**src/rtl/brk_pkg.sv**
```systemverilog
package brk_pkg;
  localparam int unsigned BRK_CNT = 2;

  typedef struct packed {
    logic en;
    logic pol;
    logic bid;
  } brk_cfg_t;
endpackage

```
**src/rtl/brk_chan.sv**
```systemverilog
module brk_chan
  import brk_pkg::*;
(
  input  logic     clk,
  input  logic     rst,
  input  logic     cfg_wr,
  input  brk_cfg_t cfg_in,
  input  logic     gate_ok,
  input  logic     brk_in,
  input  logic     dsrm_wr,
  output logic     act,
  output logic     pin_low,
  output logic     dsrm
);
  brk_cfg_t shadow_q, live_q;
  logic     pend_q, dsrm_q, pin_q;

  // Captured at the write edge; live one edge later.
  always_ff @(posedge clk) begin
    if (rst) begin
      shadow_q <= '0;
      live_q   <= '0;
    end else begin
      if (cfg_wr) shadow_q <= cfg_in;
      live_q <= shadow_q;
    end
  end

  assign act = live_q.en & gate_ok & (brk_in == live_q.pol);

  // Disarm handshake: request lags one edge; hardware clears when source is quiet.
  always_ff @(posedge clk) begin
    if (rst) begin
      pend_q <= 1'b0;
      dsrm_q <= 1'b0;
    end else begin
      pend_q <= dsrm_wr;
      if (pend_q)    dsrm_q <= 1'b1;
      else if (!act) dsrm_q <= 1'b0;
    end
  end

  // Open-drain pull-low: held after the fault until disarmed.
  always_ff @(posedge clk) begin
    if (rst)                       pin_q <= 1'b0;
    else if (dsrm_q || !live_q.bid) pin_q <= 1'b0;
    else if (act)                  pin_q <= 1'b1;
  end

  assign pin_low = pin_q;
  assign dsrm    = dsrm_q;

  // an undisarmed active break in bidirectional mode drives the pin.
  a_r10_pin_drive: assert property (@(posedge clk) disable iff (rst)
    (live_q.bid && act && !dsrm_q) |=> pin_q);
  // a disarmed channel releases its pin.
  a_r11_release: assert property (@(posedge clk) disable iff (rst)
    dsrm_q |=> !pin_q);
  // hardware clears disarm once the source is inactive.
  a_r11_hw_clear: assert property (@(posedge clk) disable iff (rst)
    (dsrm_q && !act && !pend_q) |=> !dsrm_q);
endmodule

```
**src/rtl/moe_ctrl.sv**
```systemverilog
module moe_ctrl (
  input  logic clk,
  input  logic rst,
  input  logic brk_any,
  input  logic sw_set,
  input  logic sw_clr,
  input  logic upd,
  input  logic aoe,
  input  logic flag_clr,
  output logic moe_q,
  output logic flag_q
);
  always_ff @(posedge clk) begin
    if (rst)                        moe_q <= 1'b0;
    else if (brk_any)               moe_q <= 1'b0;
    else if (sw_clr)                moe_q <= 1'b0;
    else if (sw_set || (aoe && upd)) moe_q <= 1'b1;
  end

  always_ff @(posedge clk) begin
    if (rst)           flag_q <= 1'b0;
    else if (brk_any)  flag_q <= 1'b1;
    else if (flag_clr) flag_q <= 1'b0;
  end

  // a break leaves the stored enable cleared.
  a_r3_break_wins: assert property (@(posedge clk) disable iff (rst)
    brk_any |=> !moe_q);
  // automatic re-enable at an update event.
  a_r4_auto_set: assert property (@(posedge clk) disable iff (rst)
    (aoe && upd && !brk_any && !sw_clr) |=> moe_q);
  // no set without a software or update cause.
  a_r4_no_spont: assert property (@(posedge clk) disable iff (rst)
    (!moe_q && !sw_set && !(aoe && upd)) |=> !moe_q);
  // sticky status.
  a_r12_flag_set: assert property (@(posedge clk) disable iff (rst)
    brk_any |=> flag_q);
  a_r12_flag_hold: assert property (@(posedge clk) disable iff (rst)
    (flag_q && !flag_clr) |=> flag_q);
endmodule

```
**src/rtl/out_gate.sv**
```systemverilog
module out_gate #(
  parameter int unsigned LEGS = 2
) (
  input  logic            moe_on,
  input  logic            ossi,
  input  logic            ossr,
  input  logic            dt_ok,
  input  logic [LEGS-1:0] pwm,
  input  logic [LEGS-1:0] ch_en,
  input  logic [LEGS-1:0] idle,
  output logic [LEGS-1:0] pin,
  output logic [LEGS-1:0] oe
);
  for (genvar i = 0; i < LEGS; i++) begin : g_leg
    always_comb begin
      if (moe_on) begin
        if (ch_en[i]) begin
          pin[i] = pwm[i];
          oe[i]  = 1'b1;
        end else begin
          pin[i] = 1'b0;
          oe[i]  = ossr;
        end
      end else begin
        oe[i]  = ossi;
        pin[i] = ossi & dt_ok & idle[i];
      end
    end
  end
endmodule

```
**src/rtl/brk_guard.sv**
```systemverilog
module brk_guard
  import brk_pkg::*;
#(
  parameter int unsigned NBRK = BRK_CNT
) (
  input  logic            clk,
  input  logic            rst,
  input  logic            cfg_wr,
  input  logic [NBRK-1:0] cfg_brk_en,
  input  logic [NBRK-1:0] cfg_brk_pol,
  input  logic [NBRK-1:0] cfg_brk_bid,
  input  logic            cfg_aoe,
  input  logic            cfg_ossi,
  input  logic            cfg_ossr,
  input  logic            cfg_idle_p,
  input  logic            cfg_idle_n,
  input  logic            moe_set,
  input  logic            moe_clr,
  input  logic            flag_clr,
  input  logic [NBRK-1:0] dsrm_wr,
  input  logic            upd_evt,
  input  logic [NBRK-1:0] brk_in,
  input  logic            pwm_p,
  input  logic            pwm_n,
  input  logic            ch_en_p,
  input  logic            ch_en_n,
  input  logic            dt_idle_ok,
  output logic            out_p,
  output logic            out_n,
  output logic            oe_p,
  output logic            oe_n,
  output logic [NBRK-1:0] brk_pin_low,
  output logic            moe,
  output logic            brk_flag,
  output logic [NBRK-1:0] dsrm
);
  localparam int unsigned LEGS = 2;

  logic            aoe_q, ossi_q, ossr_q, idle_p_q, idle_n_q;
  logic [NBRK-1:0] act_v;
  logic            brk_any, moe_q;
  logic [LEGS-1:0] leg_pin, leg_oe;

  always_ff @(posedge clk) begin
    if (rst) begin
      aoe_q    <= 1'b0;
      ossi_q   <= 1'b0;
      ossr_q   <= 1'b0;
      idle_p_q <= 1'b0;
      idle_n_q <= 1'b0;
    end else if (cfg_wr) begin
      aoe_q    <= cfg_aoe;
      ossi_q   <= cfg_ossi;
      ossr_q   <= cfg_ossr;
      idle_p_q <= cfg_idle_p;
      idle_n_q <= cfg_idle_n;
    end
  end

  for (genvar i = 0; i < NBRK; i++) begin : g_brk
    brk_cfg_t cfg_i;
    logic     gate_i;
    assign cfg_i  = '{en: cfg_brk_en[i], pol: cfg_brk_pol[i], bid: cfg_brk_bid[i]};
    if (i == 0) begin : g_first
      assign gate_i = 1'b1;
    end else begin : g_upper
      assign gate_i = ossi_q & ossr_q;
    end
    brk_chan u_chan (
      .clk     (clk),
      .rst     (rst),
      .cfg_wr  (cfg_wr),
      .cfg_in  (cfg_i),
      .gate_ok (gate_i),
      .brk_in  (brk_in[i]),
      .dsrm_wr (dsrm_wr[i]),
      .act     (act_v[i]),
      .pin_low (brk_pin_low[i]),
      .dsrm    (dsrm[i])
    );
  end

  assign brk_any = |act_v;

  moe_ctrl u_moe (
    .clk      (clk),
    .rst      (rst),
    .brk_any  (brk_any),
    .sw_set   (moe_set),
    .sw_clr   (moe_clr),
    .upd      (upd_evt),
    .aoe      (aoe_q),
    .flag_clr (flag_clr),
    .moe_q    (moe_q),
    .flag_q   (brk_flag)
  );

  // Immediate clear path: no edge between break and output shutdown.
  assign moe = moe_q & ~brk_any;

  out_gate #(.LEGS(LEGS)) u_gate (
    .moe_on (moe),
    .ossi   (ossi_q),
    .ossr   (ossr_q),
    .dt_ok  (dt_idle_ok),
    .pwm    ({pwm_n, pwm_p}),
    .ch_en  ({ch_en_n, ch_en_p}),
    .idle   ({idle_n_q, idle_p_q}),
    .pin    (leg_pin),
    .oe     (leg_oe)
  );

  assign out_p = leg_pin[0];
  assign out_n = leg_pin[1];
  assign oe_p  = leg_oe[0];
  assign oe_n  = leg_oe[1];

  // idle mode with release selected drives nothing.
  a_r8_idle_release: assert property (@(posedge clk) disable iff (rst)
    (brk_any && !ossi_q) |-> (!oe_p && !oe_n));
  // run mode passes the PWM leg.
  a_r6_run_pass: assert property (@(posedge clk) disable iff (rst)
    (moe && ch_en_p) |-> (oe_p && (out_p == pwm_p)));
  // upper break inputs are ignored unless both off-state bits are set.
  a_r9_upper_gated: assert property (@(posedge clk) disable iff (rst)
    !(ossi_q && ossr_q) |-> (act_v[NBRK-1:1] == '0));
endmodule

```
**config.mk**
```make
export PLATFORM = sky130hd
export DESIGN_NAME = brk_guard
export DESIGN_NICKNAME = d
export VERILOG_FILES = /design/src/rtl/brk_pkg.sv /design/src/rtl/brk_chan.sv /design/src/rtl/moe_ctrl.sv /design/src/rtl/out_gate.sv /design/src/rtl/brk_guard.sv
export SDC_FILE = /design/constraint.sdc
export NUM_CORES = 1
export LEC_CHECK = 0
export ABC_AREA = 0
export ABC_CLOCK_PERIOD_IN_PS = 2400
export BUFFER_PORTS_ARGS = -buffer_cell sky130_fd_sc_hd__buf_2
export CAP_MARGIN = 30
export CORE_MARGIN = 1
export CORE_UTILIZATION = 28
export CTS_BUF_LIST = sky130_fd_sc_hd__clkbuf_8
export DETAILED_ROUTE_END_ITERATION = 10
export SLEW_MARGIN = 20
export SYNTH_ARGS = -nofsm -noshare
export SYNTH_HDL_FRONTEND = slang
export SYNTH_SLANG_ARGS = --single-unit
export TNS_END_PERCENT = 10
```
**constraint.sdc**
```tcl
create_clock -name clk -period 2.4 [get_ports clk]
set_input_delay 0.36 -clock clk [delete_from_list [all_inputs] [get_ports clk]]
set_output_delay 0.36 -clock clk [all_outputs]
set_load 0.05 [all_outputs]
```
==> implementation parameters, run 1 <==
Parameter                              Value

Outcome
  Outcome ... complete, no violations

Critical path
  Endpoint type of the worst setup path ... primary output
  Cell class contributing the biggest share of worst-path delay ... flip-flops
  Critical-path top delay cell ... dfxtp_1
  Category of the worst setup path launch point ... register
  Slack of the worst reg-to-reg path ... 1.25 ns
  Top fanout value on the critical path ... 4
  Required time of the critical path ... about 2.0 ns
  Critical path start-end classification ... reg -> out
  Cells along the critical path ... xnor2_1, a21boi_2, o21ai_2, mux2i_1, buf_2
  Bufs and invs on worst path ... 1
  Worst path max stage delay ... around 0.31 ns
  Crit path DAT ... 1.51 ns

Die
  Die Y ... approximately 60 um
  Ports ... 37
  DIE AREA ... 0.00364 mm2
  DIE WIDTH ... 60.4 um
  Initial cell density of the core ... approximately 30%
  Placement row count ... 20
  Area of the core region ... around 0.0032 mm2

Logic synthesis
  Number of synthesized flops with an enable pin ... 0
  Most area-hungry cell type in the Yosys netlist ... dfxtp_1
  Synth area leaders ... dfxtp_1 52%, mux2i_1 14%, nor2_1 7.9%, nor2b_1 5.2%, nor4b_2 4.7%
  Area share of the largest cell type after synthesis ... between 50% and 60%
  Leading register cell type out of synthesis ... dfxtp_1
  Post-synthesis instance area ... 953 um2
  Share of async-settable or async-resettable flops after synthesis ... 0%
  Library cells used by synthesis ... 19
  Syn nets ... roughly 120
  Count of mapped cells out of synthesis ... 94
  Warning count from the yosys run ... 0
  Top-count cell post-synth ... dfxtp_1
  Synth Register Bits ... 25
  Most instantiated cells after synthesis ... 25 x dfxtp_1, 20 x nor2_1, 13 x mux2i_1, 8 x nor2b_1, 5 x a21oi_1
  Mean instance size in the synthesized netlist ... between 10 and 15 um2
  Sequential fraction of the synthesis area ... a little over half

GRT
  First-pass GRT wire length ... 2990 um
  Grt total ovfl ... 0
  Pin count of the biggest net entering global routing ... 26
  Overall global routing resource usage ... about 11%
  Number of antenna violations at the first check in global routing ... 0
  Vias in the first global route ... 691

Pwr
  Cell leakage power ... around 0.57 nW
  Internal ... around 0.6 mW
  Total Power Consumption ... around 0.78 mW
  Proportion of total power due to net switching ... roughly a quarter
  Combinational share of power ... a little over an eighth
  Maximum vdd ir drop ... approximately 0.29 mV
  Share of power burned in registers ... between 50% and 60%
  Power density of the placed cells ... about 650 mW/mm2
  P_sw ... between 0.15 and 0.2 mW
  Clock share of power ... between 20% and 30%

CTS
  Deepest clock path buffer count ... 2
  Root Driver ... clkbuf_8
  TritonCTS clock tree ... built
  Number of sinks handled by clock tree synthesis ... 25
  Hold buffer count at cts ... 0
  CTS-repair resized insts ... 0
  Max H-tree Level ... 1
  # Post-CTS Setup Buffers ... 0
  Clock-pin slew on the worst setup and hold paths ... 0.08 ns
  Clk Latency, worst-skew pair ... roughly 0.26 ns
  Number of buffers created by CTS ... 3

Drt
  DRT Pass-1 Iters ... 4
  Total number of vias ... 723
  Total Wirelength ... approximately 1800 um
  Count of antenna-violating nets left after detailed routing ... 0
  Wire length per cell ... slightly above 10 um
  Violation count after the first detailed-routing iteration ... 21
  Average via count per standard cell ... about 4.2
  Post-route DRC ... 0

Timing
  Final setup fails ... 0
  Final cycle utilization of the critical path ... 78.1%
  Time the final worst path needs with I/O delays and setup ... roughly 1.9 ns
  Timing-limited maximum frequency ... approximately 530 MHz
  Worst clock skew on the final layout ... roughly 0.0014 ns
  Slew at the pin closest to its max-slew limit ... approximately 0.46 ns
  Setup repair after global routing missed its margin ... false
  Final Worst Setup Slack ... around 0.53 ns
  Count of final max-slew check failures ... 0
  Setup tns final ... 0 ns
  Number of hold violations in the final report ... 0
  Worst-case headroom to the max-slew limit ... between 60% and 70%

Layout
  Number of nets in the layout ... approximately 160
  Fill cell count ... 348
  Final cell count without fillers ... approximately 170
  Area Overhead vs Synth ... 24.8%
  Fraction of final layout cells with drive strength greater than 1 ... approximately a third
  Design area ... 0.00119 mm2
  Antenna cells ... 0

Placement
  Half-perimeter wire length of the detailed placement result ... around 1300 um
  Number of I/O port buffers ... 36
  Number of instances in the placed design ... 167
  Placed standard-cell area ... roughly 0.0011 mm2
  Setup slack after placement ... 0.647 ns
  Final weighted congestion of routability-driven global placement ... just over 0.8

Run
  # Max-Cap Violations ... 0

Worst hold path
  Worst min-delay path category ... in -> reg
## worst reg2reg max path, cell delays in order, from the launching register on
cell	delay [ns]
dfxtp_1	0.39
nand3_1	0.13
nor2_1	0.24
nor2_1	0.10
nor4b_2	0.16
## sequential cells by signal (all words and copies together) (netlist names)
signal,cells
g_brk.u_chan.shadow_q,6
g_brk.u_chan.live_q,6
g_brk.u_chan.dsrm,2
g_brk.u_chan.pin_low,2
idle_p_q,1
aoe_q,1
idle_n_q,1
u_moe.flag_q,1
ossr_q,1
u_moe.moe_q,1
g_brk.u_chan.pend_q,2
ossi_q,1
## placed cells by master (no fill, tap or decap)
| cell | instances |
|---|---|
| a211oi_1 | 1 |
| a21boi_2 | 1 |
| a21oi_1 | 5 |
| and2_1 | 1 |
| buf_2 | 36 |
| clkbuf_8 | 3 |
| dfxtp_1 | 25 |
| inv_1 | 2 |
| mux2i_1 | 13 |
| nand2_1 | 2 |
| nand2b_1 | 1 |
| nand3_1 | 3 |
| nor2_1 | 20 |
| nor2b_1 | 8 |
| nor4b_2 | 3 |
| o21ai_2 | 1 |
| xnor2_1 | 1 |
| xor2_1 | 1 |
## power groups by stage
stage               sequential (mW)  combinational, mW  clock [mW]
finish                        0.443              0.105       0.229
global route                  0.446              0.115       0.265
CTS                           0.444              0.106       0.239
detailed placement            0.453              0.106           0
global placement              0.453              0.103           0
floorplan                     0.452             0.0714           0
## stage by stage
stage | hold WS [ns] | utilization, %
after floorplan | 0.413 | -
final | 0.267 | 37.7
after global routing | 0.252 | 37.7
after CTS | 0.265 | 37.7
after detailed placement | 0.435 | 36.3
after global placement | 0.423 | 36.3
## per-layer routing
metal  wire length, um  vias up  part of all wire (%)  track usage, %
li1                  -      374                     -               -
met1               762      325                    44            12.7
met2               843       22                    48            19.3
met3               124        2                   7.1            4.90
met4                21        0                   1.2            3.99
met5                 0        -                     0               0
## final timing paths
kind | start | endpoint | depth (start not counted)
setup / recovery | g_brk[0].u_chan.live_q[1] | out_n | 5
hold / removal | moe_clr | u_moe.moe_q | 2
setup reg to reg | ossi_q | u_moe.moe_q | 4
hold reg to reg | g_brk[0].u_chan.pend_q | g_brk[0].u_chan.dsrm | 2
## kinds of logic after synthesis
group	after synthesis	synth area share, %
xor+xnor	2	1.84
simple gates	38	21.5
compound gates	8	5.51
buf+inv	8	4.99
mux	13	13.6
flops	25	52.5
## cell type report
cell class                      instances  area, um2  area share (%)
Clock buffer                            3       41.3            3.47
Clock inverter                          1       3.75           0.315
Inverter                                1       3.75           0.315
Multi-Input combinational cell         61        405            34.1
Sequential cell                        25        500            42.1
Tap cell                               44       55.1            4.63
Timing Repair Buffer                   36        180            15.1
No activity file was read; power rests on OpenSTA's default activity.
==> run 2, diff against run 1 <==
- ABC_CLOCK_PERIOD_IN_PS: 2400 -> 1600
- clock period: 2.4 -> 1.6 ns (I/O delays scaled with it)
==> run 2 against run 1 <==
  * Clock skew is 0.0013 ns higher
  * Sequential power is 50% higher
  * Worst hold slack worse by 0.12 ns
  * Global-route usage is 0.11 points higher
  * Final area is 3.4% higher
  * Sequential cell count stayed put
  * Non-clock buffer count is 1 higher
  * Total power is 52% higher
  * Register-to-register slack worse by 0.77 ns
  * Wire length is 4.0% higher
  * Utilization is 1.3 points higher
  * The run now ends with negative setup slack left
==> implementation parameters, run 2 (synthesis results as in run 1) <==
Parameter                              Value

Outcome
  Outcome ... finished, violations left
  Violated checks ... negative setup slack

Timing
  Worst clock skew on the final layout ... 0.00270 ns (+0.00134 ns)
  Worst-case headroom to the max-slew limit ... 69.0% (-0.56 points)
  Final Worst Setup Slack ... -0.0831 ns (-0.608 ns)
  Slew at the pin closest to its max-slew limit ... 0.465 ns (+0.00833 ns)
  Count of final max-slew check failures ... 0 (unchanged)
  Final cycle utilization of the critical path ... 105%
  Setup tns final ... -0.194 ns (-0.194 ns)
  Final setup fails ... 3 (+3)
  Setup repair after global routing missed its margin ... true
  Timing-limited maximum frequency ... just under 600 MHz
  Time the final worst path needs with I/O delays and setup ... 1.68 ns
  Number of hold violations in the final report ... 0 (unchanged)

Critical path
  Top fanout value on the critical path ... 4 (unchanged)
  Critical-path top delay cell ... dfxtp_2
  Category of the worst setup path launch point ... register
  Cells along the critical path ... xnor2_2, a21boi_2, o21ai_2, mux2i_1, buf_4
  Endpoint type of the worst setup path ... primary output
  Worst path max stage delay ... 0.33 ns (+0.02 ns)
  Required time of the critical path ... 1.36 ns (-0.68 ns)
  Bufs and invs on worst path ... 1 (unchanged)
  Critical path start-end classification ... reg -> out
  Crit path DAT ... 1.44 ns (-0.07 ns)
  Cell class contributing the biggest share of worst-path delay ... compound AO/OA/AOI/OAI gates

Pwr
  Clock share of power ... 29.1% (-0.3 points)
  Internal ... 0.896 mW (+52%)
  P_sw ... 0.285 mW (+52%)
  Maximum vdd ir drop ... 0.370 mV (+28%)
  Cell leakage power ... 0.579 nW (+2.3%)
  Combinational share of power ... 14.6% (+1.1 points)
  Total Power Consumption ... 1.18 mW (+52%)
  Power density of the placed cells ... 960 mW/mm2 (+47%)
  Proportion of total power due to net switching ... 24.1% (+0.078 points)
  Share of power burned in registers ... 56.4% (-0.6 points)

CTS
  Root Driver ... clkbuf_8
  Number of sinks handled by clock tree synthesis ... 25 (unchanged)
  Deepest clock path buffer count ... 2 (unchanged)
  Clk Latency, worst-skew pair ... 0.26 ns (about the same)
  TritonCTS clock tree ... built
  Number of buffers created by CTS ... 3 (unchanged)
  Hold buffer count at cts ... 0 (unchanged)
  Max H-tree Level ... 1 (unchanged)
  Clock-pin slew on the worst setup and hold paths ... 0.08 ns (about the same)

Layout
  Area Overhead vs Synth ... 29.0%
  Design area ... 0.00123 mm2 (+3.4%)
  Largest registers ... g_brk.u_chan.live_q x6, g_brk.u_chan.shadow_q x6
  Final cell count without fillers ... 172 (+0.58%)
  Antenna cells ... 0 (unchanged)
  Number of nets in the layout ... 156 (+0.65%)
  Fraction of final layout cells with drive strength greater than 1 ... 37.5% (+2.9 points)
  Commonest non-fill, non-tap cell in the layout ... buf_2
  Most used cells in the layout excluding fill and tap cells ... 31 x buf_2, 24 x dfxtp_1, 20 x nor2_1, 13 x mux2i_1, 8 x nor2b_1

Die
  Area of the core region ... 0.00315 mm2 (unchanged)
  Die Y ... 60.4 um (unchanged)
  Initial cell density of the core ... 30.2% (unchanged)
  DIE WIDTH ... 60.4 um (unchanged)
  Placement row count ... 20 (unchanged)
  DIE AREA ... 0.00364 mm2 (unchanged)
  Ports ... 37 (unchanged)

Placement
  Half-perimeter wire length of the detailed placement result ... 1360 um (+1.8%)
  Number of I/O port buffers ... 36 (unchanged)
  Number of instances in the placed design ... 167 (unchanged)
  Final weighted congestion of routability-driven global placement ... 0.829 (+0.55%)
  Placed standard-cell area ... 0.00114 mm2 (unchanged)

Drt
  Average via count per standard cell ... 4.13 (-2.2%)
  DRT Pass-1 Iters ... 3 (-1)
  Count of antenna-violating nets left after detailed routing ... 0 (unchanged)
  Violation count after the first detailed-routing iteration ... 3 (-86%)
  Total Wirelength ... 1820 um (+4.0%)
  Total number of vias ... 711 (-1.7%)
  Post-route DRC ... 0 (unchanged)
  Wire length per cell ... 10.6 um (+3.4%)

Run
  # Max-Cap Violations ... 0 (unchanged)

GRT
  Number of antenna violations at the first check in global routing ... 0 (unchanged)
  Pin count of the biggest net entering global routing ... 26 (unchanged)
  Vias in the first global route ... 694 (+0.43%)
  Overall global routing resource usage ... 11.5% (+0.11 points)
  First-pass GRT wire length ... 2990 um (unchanged)
  Grt total ovfl ... 0 (unchanged)

Worst hold path
  Worst min-delay path category ... in -> reg
-- run 2: changes by cell type in the layout (fill, tap and decap cells not counted) --
cell     change
buf_2        -5
buf_4        +4
buf_6        +2
a21oi_1      -1
a21oi_2      +1
dfxtp_1      -1
dfxtp_2      +1
xnor2_1      -1
xnor2_2      +1
-- run 2: per-stage QoR --
stage                     hold slack (ns)  utilization, %  setup slack (ns)
after floorplan                     0.312               -            -0.215
after global placement              0.417            36.3             0.116
after detailed placement            0.420            36.3            0.0951
after CTS                           0.141            38.4           -0.0854
after global routing                0.133            39.0            -0.157
final                               0.145            39.0           -0.0831
-- run 2: path summary, 6_finish.rpt --
path | from | slack (ns) | cells after the start | endpoint
max | g_brk[0].u_chan.live_q[1] | -0.08 | 5 | out_p
min | moe_clr | 0.15 | 2 | u_moe.moe_q
max reg2reg | ossi_q | 0.48 | 4 | u_moe.moe_q
min reg2reg | g_brk[1].u_chan.pend_q | 0.44 | 2 | g_brk[1].u_chan.dsrm
-- run 2: metal layers --
layer  global-route usage [%]  share of wire (%)  vias up
met2                     21.4                 49       21
met5                        0                  0        -
li1                         -                  -      376
met1                     11.7                 44      312
met3                     4.26                5.8        2
met4                     3.99                1.5        0
-- run 2: worst register-to-register path: stages (launching register included) --
cell and delay [ns]:
dfxtp_1 0.40, nand3_1 0.13, nor2_1 0.22, nor2_1 0.09, nor4b_2 0.16
-- run 2: power by group through the flow --
stage | Clock, mW | Sequential, mW | Combinational (mW)
6_report | 0.343 | 0.666 | 0.172
5_1_grt | 0.389 | 0.670 | 0.186
4_1_cts | 0.363 | 0.666 | 0.166
3_5_place_dp | 0 | 0.680 | 0.159
3_3_place_gp | 0 | 0.679 | 0.155
2_1_floorplan | 0 | 0.678 | 0.107
-- run 2: area by class of cell --
class | count | area (um2)
fill | 332 | 1920
sequential | 25 | 502
multi-input combinational | 61 | 417
timing repair buffer | 37 | 208
tap | 44 | 55.1
clock buffer | 3 | 41.3
clock inverter | 1 | 3.75
inverter | 1 | 3.75
-- run 2: timing repair --
item	CTS	global route
gates resized for setup	7	3
buffers inserted	0	1
pin swaps	2	1
hold endpoints to repair	0	0
setup endpoints to repair	5	5
==> run 3, diff against run 2 <==
- CELL_PAD_IN_SITES_DETAIL_PLACEMENT: default -> 2
- CELL_PAD_IN_SITES_GLOBAL_PLACEMENT: default -> 2
- CORE_UTILIZATION: 28 -> 26
- MAX_ROUTING_LAYER: default -> met4
- PLACE_DENSITY_LB_ADDON: default -> 0.1
==> run 3 against run 2 <==
  * The run still ends with negative setup slack left
  * Clock skew is 0.0018 ns lower
  * Setup slack better by 0.027 ns
  * Clock-buffer cell count did not move
  * Global-route usage is 0.61 points higher
  * Register-to-register slack hardly changed
  * Total power increased by 1.6%
  * Critical path type unchanged
==> implementation parameters, run 3 (synthesis results as in run 1) <==
Parameter                              Value

Outcome
  Outcome ... finished, violations left
  Violated checks ... negative setup slack

Die
  DIE AREA ... 0.00391 mm2 (+7.4%)
  Ports ... 37 (unchanged)
  Placement row count ... 21 (+5.0%)
  Die Y ... 62.6 um (+3.7%)
  Initial cell density of the core ... 27.9% (-2.3 points)
  DIE WIDTH ... 62.6 um (+3.7%)
  Area of the core region ... 0.00342 mm2 (+8.3%)

Pwr
  Clock share of power ... 30.1% (+1.0 points)
  Maximum vdd ir drop ... 0.297 mV (-20%)
  Combinational share of power ... 14.4% (-0.2 points)
  Power density of the placed cells ... 965 mW/mm2 (+0.49%)
  Share of power burned in registers ... 55.6% (-0.8 points)
  P_sw ... 0.300 mW (+5.3%)
  Proportion of total power due to net switching ... 25.0% (+0.89 points)
  Cell leakage power ... 0.583 nW (+0.66%)
  Internal ... 0.900 mW (+0.42%)

Timing
  Number of hold violations in the final report ... 0 (unchanged)
  Worst hold slack after final layout ... 0.146 ns (+0.000360 ns)
  Slew at the pin closest to its max-slew limit ... 0.453 ns (-0.0120 ns)
  Count of final max-slew check failures ... 0 (unchanged)
  Time the final worst path needs with I/O delays and setup ... 1.66 ns (-0.0266 ns)
  Final cycle utilization of the critical path ... 104% (-1.7 points)
  Setup tns final ... -0.111 ns (+0.0833 ns)
  Timing-limited maximum frequency ... 604 MHz (+1.6%)
  Final Worst Setup Slack ... -0.0565 ns (+0.0266 ns)
  Setup repair after global routing missed its margin ... true
  Worst clock skew on the final layout ... 0.000881 ns (-0.00182 ns)
  Final setup fails ... 3 (unchanged)
  Worst-case headroom to the max-slew limit ... 69.8% (+0.80 points)

Layout
  Commonest non-fill, non-tap cell in the layout ... buf_2
  Most used cells in the layout excluding fill and tap cells ... 31 x buf_2, 22 x dfxtp_1, 20 x nor2_1, 13 x mux2i_1, 8 x nor2b_1
  FF+latch area ... 504 um2 (+0.50%)
  Fraction of final layout cells with drive strength greater than 1 ... 40.3% (+2.8 points)
  Largest registers ... g_brk.u_chan.live_q x6, g_brk.u_chan.shadow_q x6
  Antenna cells ... 0 (unchanged)
  Fill cell count ... 391 (+18%)
  Area Overhead vs Synth ... 30.4%
  Number of nets in the layout ... 157 (+0.64%)
  Final cell count without fillers ... 175 (+1.7%)
  Area of combinational cells with multiple inputs ... 420 um2 (+0.90%)

GRT
  Grt total ovfl ... 0 (unchanged)
  Vias in the first global route ... 770 (+11%)
  Number of antenna violations at the first check in global routing ... 0 (unchanged)
  Overall global routing resource usage ... 12.1% (+0.61 points)
  First-pass GRT wire length ... 3440 um (+15%)
  Pin count of the biggest net entering global routing ... 26 (unchanged)

Placement
  Half-perimeter wire length of the detailed placement result ... 1580 um (+17%)
  Setup slack after placement ... 0.0601 ns (-0.0351 ns)
  Final weighted congestion of routability-driven global placement ... 0.763 (-8.0%)
  Number of instances in the placed design ... 170 (+1.8%)
  Number of I/O port buffers ... 36 (unchanged)

Drt
  Count of antenna-violating nets left after detailed routing ... 0 (unchanged)
  Total Wirelength ... 2040 um (+12%)
  Wire length per cell ... 11.6 um (+9.9%)
  Violation count after the first detailed-routing iteration ... 23 (+20)
  Post-route DRC ... 0 (unchanged)
  DRT Pass-1 Iters ... 2 (-1)
  Average via count per standard cell ... 4.34 (+5.1%)
  Total number of vias ... 760 (+6.9%)

CTS
  Clk Latency, worst-skew pair ... 0.26 ns (about the same)
  Number of sinks handled by clock tree synthesis ... 25 (unchanged)
  TritonCTS clock tree ... built
  Hold buffer count at cts ... 0 (unchanged)
  Number of buffers created by CTS ... 3 (unchanged)
  Root Driver ... clkbuf_8
  Clock-pin slew on the worst setup and hold paths ... 0.08 ns (about the same)
  Max H-tree Level ... 1 (unchanged)
  Deepest clock path buffer count ... 2 (unchanged)

Critical path
  Required time of the critical path ... 1.36 ns (about the same)
  Worst path max stage delay ... 0.33 ns (about the same)
  Cell class contributing the biggest share of worst-path delay ... flip-flops
  Category of the worst setup path launch point ... register
  Slack of the worst reg-to-reg path ... 0.48 ns (about the same)
  Cells along the critical path ... xnor2_2, a21boi_2, o21ai_2, mux2i_1, buf_4
  Critical path start-end classification ... reg -> out
  Endpoint type of the worst setup path ... primary output
  Critical-path top delay cell ... dfxtp_2
  Top fanout value on the critical path ... 3 (-1)
  Bufs and invs on worst path ... 1 (unchanged)
  Crit path DAT ... 1.42 ns (-0.02 ns)

Worst hold path
  Worst min-delay path category ... in -> reg

Run
  # Max-Cap Violations ... 0 (unchanged)
-- run 3: cell count changes in the layout (fill, tap and decap cells not counted) --
cell      before  now
dfxtp_2        1    3
xor2_2         0    1
dfxtp_1       24   22
inv_1          2    1
buf_4          4    6
a21oi_2        1    0
xor2_1         1    0
clkinv_2       0    1
a21oi_1        4    5
buf_6          2    1
-- run 3: power groups by stage --
| stage | Sequential, mW | Combinational [mW] | Clock [mW] |
|---|---|---|---|
| CTS | 0.667 | 0.175 | 0.381 |
| finish | 0.667 | 0.173 | 0.361 |
| global placement | 0.679 | 0.161 | 0 |
| floorplan | 0.678 | 0.107 | 0 |
| global route | 0.670 | 0.191 | 0.409 |
| detailed placement | 0.681 | 0.166 | 0 |
-- run 3: layout make-up --
cell class | instances | share of cell area [%]
well taps | 46 | 4.63
inverters | 1 | 0.302
repair buffers | 38 | 17.0
flip-flops and latches | 25 | 40.5
clock inverters | 1 | 0.402
multi-input cells | 61 | 33.8
clock buffers | 3 | 3.32
-- run 3: repair_timing --
action | CTS | global route
pin swaps | 3 | 2
resized for setup | 8 | 3
setup buffers | 1 | 0
setup endpoints to repair | 5 | 5
-- run 3: worst paths after layout --
path / start / to / depth (start not counted)
max: g_brk[0].u_chan.live_q[1] / out_n / 5
min: moe_clr / u_moe.moe_q / 2
max reg2reg: g_brk[1].u_chan.live_q[1] / u_moe.moe_q / 4
min reg2reg: g_brk[1].u_chan.pend_q / g_brk[1].u_chan.dsrm / 2
-- run 3: per-layer routing --
| layer | part of all wire, % | global-route usage, % | vias up |
|---|---|---|---|
| met5 | 0 | - | - |
| met1 | 44 | 13.1 | 359 |
| met3 | 6.3 | 4.38 | 2 |
| met2 | 49 | 18.6 | 24 |
| met4 | 1.6 | 7.85 | 0 |
| li1 | - | - | 375 |
-- run 3: metrics by stage --
stage / utilization, % / area, um2 / power, mW
3_5_place_dp: 33.8 / 1150 / 0.847
3_3_place_gp: 33.8 / 1150 / 0.841
4_1_cts: 36.0 / 1230 / 1.22
2_1_floorplan: - / 953 / 0.785
5_1_grt: 36.4 / 1240 / 1.27
6_report: 36.4 / 1240 / 1.20
